### config.mk
export PLATFORM = sky130hd
export DESIGN_NAME = cbr_branch_resolver
export DESIGN_NICKNAME = d
export VERILOG_FILES = /design/src/rtl/cbr_pkg.sv /design/src/rtl/cbr_decode.sv /design/src/rtl/cbr_abs_eval.sv /design/src/rtl/cbr_rel_eval.sv /design/src/rtl/cbr_branch_resolver.sv
export SDC_FILE = /design/constraint.sdc
export NUM_CORES = 1
export LEC_CHECK = 0
export BUFFER_PORTS_ARGS = -buffer_cell sky130_fd_sc_hd__buf_2
export CORE_MARGIN = 5
export CORE_UTILIZATION = 48
export DETAILED_ROUTE_END_ITERATION = 7
export GPL_ROUTABILITY_DRIVEN = 0
export PLACE_DENSITY_LB_ADDON = 0.2
export SLEW_MARGIN = 5
export SYNTH_ARGS = -nofsm -noshare
export SYNTH_HDL_FRONTEND = slang
export SYNTH_SLANG_ARGS = --single-unit
### constraint.sdc
create_clock -name clk -period 5.05 [get_ports clk]
set_input_delay 0.2525 -clock clk [delete_from_list [all_inputs] [get_ports clk]]
set_output_delay 0.2525 -clock clk [all_outputs]
set_load 0.005 [all_outputs]
### src/rtl/cbr_pkg.sv
// Package: shared field layout and decoded-instruction type for the
// branch resolver. Assumes the fixed 32-bit instruction format.
package cbr_pkg;
    localparam int INSTR_W  = 32;
    localparam int PC_W     = 11;
    localparam int IMM_W    = 16;
    localparam int MAG_W    = 7;
    localparam int COND_W   = 3;
    localparam int RSEL_W   = 2;

    localparam logic [3:0] OPC_BRANCH = 4'd8;
    localparam logic [2:0] SUB_ABS    = 3'd0;
    localparam logic [2:0] SUB_REL    = 3'd1;

    typedef enum logic [COND_W-1:0] {
        COND_ALWAYS = 3'd0,
        COND_ZERO   = 3'd1,
        COND_OVF    = 3'd2
    } cond_e;

    typedef struct packed {
        logic              is_abs;
        logic              is_rel;
        logic [COND_W-1:0] cond;
        logic              use_reg;
        logic [PC_W-1:0]   abs_addr;
        logic [RSEL_W-1:0] rsel;
        logic              rel_neg;
        logic [MAG_W-1:0]  rel_mag;
        logic              rel_ge;
        logic [IMM_W-1:0]  rel_imm;
    } br_fields_t;
endpackage

### src/rtl/cbr_decode.sv
// Module: splits an instruction word into branch fields.
// Assumes opcode in [31:28], sub-opcode in [27:25]; purely combinational.
module cbr_decode
    import cbr_pkg::*;
(
    input  logic [INSTR_W-1:0] instr_i,
    output br_fields_t         fields_o
);
    logic is_br;

    // Extract every field; family flags qualify which ones matter.
    always_comb begin
        is_br             = (instr_i[31:28] == OPC_BRANCH);
        fields_o.is_abs   = is_br && (instr_i[27:25] == SUB_ABS);
        fields_o.is_rel   = is_br && (instr_i[27:25] == SUB_REL);
        fields_o.cond     = instr_i[24:22];
        fields_o.use_reg  = instr_i[21];
        fields_o.abs_addr = instr_i[12:2];
        fields_o.rsel     = instr_i[1:0];
        fields_o.rel_neg  = instr_i[24];
        fields_o.rel_mag  = instr_i[23:17];
        fields_o.rel_ge   = instr_i[16];
        fields_o.rel_imm  = instr_i[15:0];
    end
endmodule

### src/rtl/cbr_abs_eval.sv
// Module: evaluates an absolute branch (condition and target).
// Assumes DATA_W >= PC_W; the register target uses the low PC_W bits.
module cbr_abs_eval
    import cbr_pkg::*;
#(
    parameter int DATA_W = 16
) (
    input  br_fields_t        fields_i,
    input  logic [DATA_W-1:0] reg_val_i,
    input  logic              flag_zero_i,
    input  logic              flag_ovf_i,
    output logic              taken_o,
    output logic [PC_W-1:0]   target_o
);
    // Gate on the condition code; unknown codes never branch.
    always_comb begin
        unique case (fields_i.cond)
            COND_ALWAYS: taken_o = fields_i.is_abs;
            COND_ZERO:   taken_o = fields_i.is_abs && flag_zero_i;
            COND_OVF:    taken_o = fields_i.is_abs && flag_ovf_i;
            default:     taken_o = 1'b0;
        endcase
    end

    // Pick the register-held or immediate target.
    always_comb begin
        target_o = fields_i.use_reg ? reg_val_i[PC_W-1:0] : fields_i.abs_addr;
    end
endmodule

### src/rtl/cbr_rel_eval.sv
// Module: evaluates a relative branch: unsigned compare of R0 with an
// immediate, target from a sign-magnitude word offset (wraps mod 2^PC_W).
module cbr_rel_eval
    import cbr_pkg::*;
#(
    parameter int DATA_W = 16
) (
    input  br_fields_t        fields_i,
    input  logic [PC_W-1:0]   pc_i,
    input  logic [DATA_W-1:0] r0_i,
    output logic              taken_o,
    output logic [PC_W-1:0]   target_o
);
    localparam int PAD_W = PC_W - MAG_W;

    logic            below;
    logic [PC_W-1:0] mag_ext;

    // Unsigned comparison selects less-than or greater-or-equal.
    always_comb begin
        below   = (r0_i < DATA_W'(fields_i.rel_imm));
        taken_o = fields_i.is_rel && (fields_i.rel_ge ? !below : below);
    end

    // Apply the magnitude in the direction given by the sign bit.
    always_comb begin
        mag_ext  = {{PAD_W{1'b0}}, fields_i.rel_mag};
        target_o = fields_i.rel_neg ? (pc_i - mag_ext) : (pc_i + mag_ext);
    end
endmodule

### src/rtl/cbr_branch_resolver.sv
// Module: top of the branch resolver. Decodes the instruction, runs the
// absolute and relative evaluators, and registers taken / next PC.
// Assumes the register file returns reg_val_i for reg_sel_o in the same cycle.
module cbr_branch_resolver
    import cbr_pkg::*;
#(
    parameter int DATA_W = 16
) (
    input  logic               clk,
    input  logic               rst_n,
    input  logic [31:0]        instr_i,
    input  logic [10:0]        pc_i,
    input  logic [DATA_W-1:0]  reg_val_i,
    input  logic [DATA_W-1:0]  r0_i,
    input  logic               flag_zero_i,
    input  logic               flag_ovf_i,
    output logic [1:0]         reg_sel_o,
    output logic               taken_o,
    output logic [10:0]        next_pc_o
);
    br_fields_t      fields;
    logic            abs_taken;
    logic            rel_taken;
    logic [PC_W-1:0] abs_target;
    logic [PC_W-1:0] rel_target;
    logic            taken_d;
    logic [PC_W-1:0] next_pc_d;

    cbr_decode u_decode (
        .instr_i  (instr_i),
        .fields_o (fields)
    );

    cbr_abs_eval #(.DATA_W(DATA_W)) u_abs (
        .fields_i    (fields),
        .reg_val_i   (reg_val_i),
        .flag_zero_i (flag_zero_i),
        .flag_ovf_i  (flag_ovf_i),
        .taken_o     (abs_taken),
        .target_o    (abs_target)
    );

    cbr_rel_eval #(.DATA_W(DATA_W)) u_rel (
        .fields_i (fields),
        .pc_i     (pc_i),
        .r0_i     (r0_i),
        .taken_o  (rel_taken),
        .target_o (rel_target)
    );

    // Expose the register index for the same-cycle target read.
    always_comb begin
        reg_sel_o = fields.rsel;
    end

    // Merge the two families; fall through to the sequential address.
    always_comb begin
        taken_d = abs_taken || rel_taken;
        if (abs_taken)      next_pc_d = abs_target;
        else if (rel_taken) next_pc_d = rel_target;
        else                next_pc_d = pc_i + PC_W'(1);
    end

    // Output register with synchronous active-low reset.
    always_ff @(posedge clk) begin
        if (!rst_n) begin
            taken_o   <= 1'b0;
            next_pc_o <= '0;
        end else begin
            taken_o   <= taken_d;
            next_pc_o <= next_pc_d;
        end
    end

    AST_NONBRANCH_IDLE: assert property (@(posedge clk) disable iff (!rst_n)
        ($past(rst_n) && $past(instr_i[31:28]) != 4'd8) |-> !taken_o); // R1
    AST_SEQ_FALLTHRU: assert property (@(posedge clk) disable iff (!rst_n)
        ($past(rst_n) && !taken_o) |-> next_pc_o == $past(pc_i) + 11'd1); // R7
    AST_RSVD_COND_IDLE: assert property (@(posedge clk) disable iff (!rst_n)
        ($past(rst_n) && $past(instr_i[31:25]) == 7'b1000_000
         && $past(instr_i[24:22]) > 3'd2) |-> !taken_o); // R4
    AST_IMM_JUMP: assert property (@(posedge clk) disable iff (!rst_n)
        ($past(rst_n) && $past(instr_i[31:21]) == 11'b1000_000_000_0)
        |-> (taken_o && next_pc_o == $past(instr_i[12:2]))); // R2
    AST_REG_JUMP: assert property (@(posedge clk) disable iff (!rst_n)
        ($past(rst_n) && $past(instr_i[31:21]) == 11'b1000_000_000_1)
        |-> (taken_o && next_pc_o == $past(reg_val_i[10:0]))); // R3
endmodule

After elaboration in Yosys (flattened, before gate mapping)
Cells that the tools add are included.
- $add $sub $neg: 3
- multipliers: 0
- div/mod/pow operators: 0
- $lt $le $gt $ge: 1
- equality and inequality tests: 4
- shift operators: 0
- mux-type cells: 6
- bitwise operators: 0
- reductions and logical operators: 9
- operator list (cell ; count):
    $mux 11 ; 4
    $lt 16x16->1 ; 1
    $add 11x1->11 const B ; 1
    $add 11x7->11 ; 1
    $sub 11x7->11 ; 1
    $eq 3x1->1 const B ; 2
    $logic_not 3->1 ; 2
    $logic_and 1x1->1 ; 5
    $eq 4x4->1 const B ; 1
    $eq 3x2->1 const B ; 1
    $pmux 1 s3 ; 1
    $logic_not 1->1 ; 1
    $logic_or 1x1->1 ; 1
    $mux 1 ; 1
- register bits: 12
- latch bits: 0
- bits in writable memories: 0
- bits in read-only memories: 0
- input bits: 79
- output and inout port bits: 14
- memories: 0

Logic depth before layout (Yosys ltp)
- depth in word-level cells: 6
- gate-level depth with buffers: 20
- mapped depth without buffers: 19

Hierarchy
From an unflattened synthesis, not the netlist that was laid out.
- cell total of the unflattened synthesis: 277
- area total of the unflattened synthesis: 2228.4 µm²
- modules (own cells, without submodules) (module ; times used ; cells each ; area an instance (µm²) ; seq. area each (µm²)):
    cbr_rel_eval ; 1 ; 139 ; 1019.7 ; 0.0
    cbr_branch_resolver ; 1 ; 76 ; 658.1 ; 240.2
    cbr_decode ; 1 ; 46 ; 352.8 ; 0.0
    cbr_abs_eval ; 1 ; 16 ; 197.7 ; 0.0

Worst setup path after synthesis
Ideal clock, no wire load.
- path kind: in2reg
- start point: in instr_i[2]
- end point: reg next_pc_o[10]
- setup time: 0.074 ns
- arrival: 3.464 ns
- required time: 4.976 ns
- path slack: 1.511 ns
- cell stages on the path: 19
- cell sequence: inv_1 ha_1 a211oi_1 o21ai_0 a21oi_1 o21ai_1 xor2_1 or2_2 buf_2 a211o_1 fa_1 nand2b_1 a21oi_1 o21a_1 o21a_1 nor2_1 o211ai_1 nand3_1 a31oi_1
- longest elaborated chain between the ends: 6
- RTL lines (item ; RTL line ; source):
    start, declared ; cbr_branch_resolver.sv:11 ; input logic [31:0] instr_i,
    $lt 16x16->1 (*) ; cbr_rel_eval.sv:21 ; below = (r0_i < DATA_W'(fields_i.rel_imm));
    $logic_not 1->1 ; cbr_rel_eval.sv:22 ; taken_o = fields_i.is_rel && (fields_i.rel_ge ? !below : below);
    $mux 1 (*) ; cbr_rel_eval.sv:22 ;
    $logic_and 1x1->1 (*) ; cbr_rel_eval.sv:22 ;
    $mux 11 (*) ; cbr_branch_resolver.sv:60 ; else if (rel_taken) next_pc_d = rel_target;
    $mux 11 (*) ; cbr_branch_resolver.sv:59 ; if (abs_taken) next_pc_d = abs_target;
    end signal, assigned ; cbr_branch_resolver.sv:71 ; next_pc_o <= next_pc_d;
    end, declared ; cbr_branch_resolver.sv:19 ; output logic [10:0] next_pc_o
Mark *: on every way between the ends. The rest lies on a longest branch, timed or not.
A chain may end at the register's enable or synchronous reset.

Final worst setup path
Ends and elaborated chain as after synthesis.

==> impl_metrics.toml <==
[outcome]
status = "completed"

[sta]
worst_pin_slew_ps = 509
rsz0062_at_grt = "false"
fin_tns_setup_ps = 0
setup_viol = 0
clock.fmax_mhz = 268
hold_violations = 0
period_minus_slack_ps = 3730
max-slew-margin-rel_pct = 66.1
fin_ws_ps = 1320
slew_violations = 0
finalCritPeriodShare_pct = 73.9

[cts]
cts.sinks = 12
numCtsBuffers = 3
cts_tree = "done"
post-cts-setup-buffer-count = 0
clock_path_buffers = 2
cts_hold_buf = 0
cts.repair.resized = 0
htree_levels = 1
clk_pin_slew_ps = 80
root_buffer = "clkbuf_4"

[final_layout]
final_util_pct = 66.7
layout_commonest_cell = "buf_2"
stdcell_count = 349
nets = 412
area_growth_pct = 31.4
drive_above_1_share_pct = 31.1
antenna_cells = 0
nFillCells = 325
final_cell_mix = "87 x buf_2, 26 x ha_1, 25 x inv_1, 25 x nand2_1, 22 x nor2_1"

[worst_hold_path]
hp-class = "in -> reg"
min_from = "rst_n"
holdPathEnd = "next_pc_o[5]"
hold_depth = 2

[drt]
wl_per_cell_um = 11.5
drt-total-wl_mm = 4.01
vias = 1730
ant_nets = 0
via_per_inst = 4.96
first_pass_iters = 4
post-route-drc-count = 0
drtIter0Drc = 26

[critical_path]
critPathSlowestCell = "fa_1"
path_buf_inv = 2
cp_data_arrival_time_ps = 3930
start_kind = "primary input"
critPathCaptureType = "flip-flop"
crit_family = "compound AO/OA/AOI/OAI gates"
crit_fanout = 9
cp_num_cells = 19
crit_chain = "buf_2 -> inv_1 -> ha_1 -> a211oi_1 -> o21ai_0 -> a21oi_1 -> o21ai_1 -> xor2_1 -> or2_2 -> a211o_1 -> fa_1 -> nand2b_1 -> a21oi_1 -> o21a_1 -> o21a_1 -> nor2_1 -> o211ai_1 -> nand3_1 -> a31oi_1"
cp_slowest_stage_delay_ps = 420
required_ps = 5250
worstSetupPathType = "in -> reg"

[grt]
grt_antenna_before_repair = 0
grt_pass1_vias = 1564
grtUsageTotal_pct = 17.6
gr-total-overflow = 0
grt_max_degree = 24
grt_first_pass_wirelength_mm = 6.25

[synthesis]
synth-seq-cells = 12
synth_flop_cell = "dfxtp_1"
syn_inst = 221
synth_area_per_cell_um2 = 7.07
ys_warn_count = 0
ys_types = 39
async_flop_share_pct = 0
synth_area_um2 = 1560
ys_seq_area_share_pct = 15.4
synth_nets = 327
synth_edf_count = 0

[floorplanning]
die_h_um = 67.0
die_w_um = 67.0
core-area_um2 = 3080
initial_core_util_pct = 50.7
design.portCount = 93
dieArea_um2 = 4490
rows = 20

[run]
drv_cap = 0

[place]
portBuffers = 87
dp_cells = 345
hpwl_mm = 3.50
pre_cts_ws_ps = 1060

[power]
peakVddDrop_uv = 156
power_density_nw_per_um2 = 139
leakagePower_nw = 1.15
## cell type report
type / count / area (µm²) / share of cell area, %
Multi-Input combinational cell: 177 / 1190 / 58.0
Timing Repair Buffer: 87 / 435 / 21.2
Sequential cell: 12 / 240 / 11.7
Inverter: 25 / 93.8 / 4.57
Tap cell: 44 / 55.1 / 2.68
Clock buffer: 4 / 36.3 / 1.77
## per-stage QoR
step                power [mW]  hold slack, ps  instance area (µm²)
finish                   0.285             268                 2050
CTS                      0.288             263                 2050
global route             0.311             274                 2050
global placement         0.210             551                 2020
floorplan                0.163             386                 1560
detailed placement       0.212             557                 2020
## layer usage
layer  wire [µm]  GRT usage (%)  up-vias
li1            -              -      933
met1        1730           22.1      746
met2        1960           31.2       51
met3         317           5.06        0
met4           0              0        0
met5           0              0        -
## Yosys cell counts, drive strengths merged, types with 4 or more instances
| master | instances | area share [%] |
|---|---|---|
| o21ai | 17 | 5.4 |
| a211oi | 4 | 1.9 |
| nor3 | 10 | 3.9 |
| a21oi | 19 | 6.1 |
| dfxtp | 12 | 15 |
| ha | 26 | 21 |
| nand2 | 26 | 6.4 |
| nor2 | 22 | 5.3 |
| nand2b | 4 | 1.6 |
| xor2 | 7 | 3.9 |
| o211ai | 5 | 2.4 |
| buf | 4 | 1.6 |
| inv | 25 | 6.0 |
| nand3 | 5 | 1.6 |
| nor2b | 4 | 1.6 |
## where the power goes
group          switching, mW  internal (mW)  total (mW)  leakage (nW)
clock                 0.0324         0.0438      0.0762        0.0210
combinational         0.0539         0.0537       0.108          1.03
sequential           0.00133          0.100       0.101        0.0998
## cells by family after synthesis
group	after synthesis	synth area share [%]
AOI/OAI and AO/OA	60	23.5
xor gates and xnor gates	10	5.61
adders and majority gates	27	22.1
buffers and inverters	32	8.33
DFF	12	15.4
muxes	2	1.28
and+or+nand+nor	78	23.8
## how the worst max path moves through the flow
stage	start	to	slack, ps
global route	instr_i[2]	next_pc_o[10]	1040
CTS	instr_i[2]	next_pc_o[10]	1320
finish	instr_i[2]	next_pc_o[10]	1320
detailed placement	instr_i[2]	next_pc_o[10]	1060
global placement	instr_i[2]	next_pc_o[10]	1120
floorplan	instr_i[2]	next_pc_o[10]	1510
## sequential cells by signal, summed over array words and instances (netlist names)
signal	count
taken_o	1
next_pc_o	11
Power figures use the tool's default switching activity.
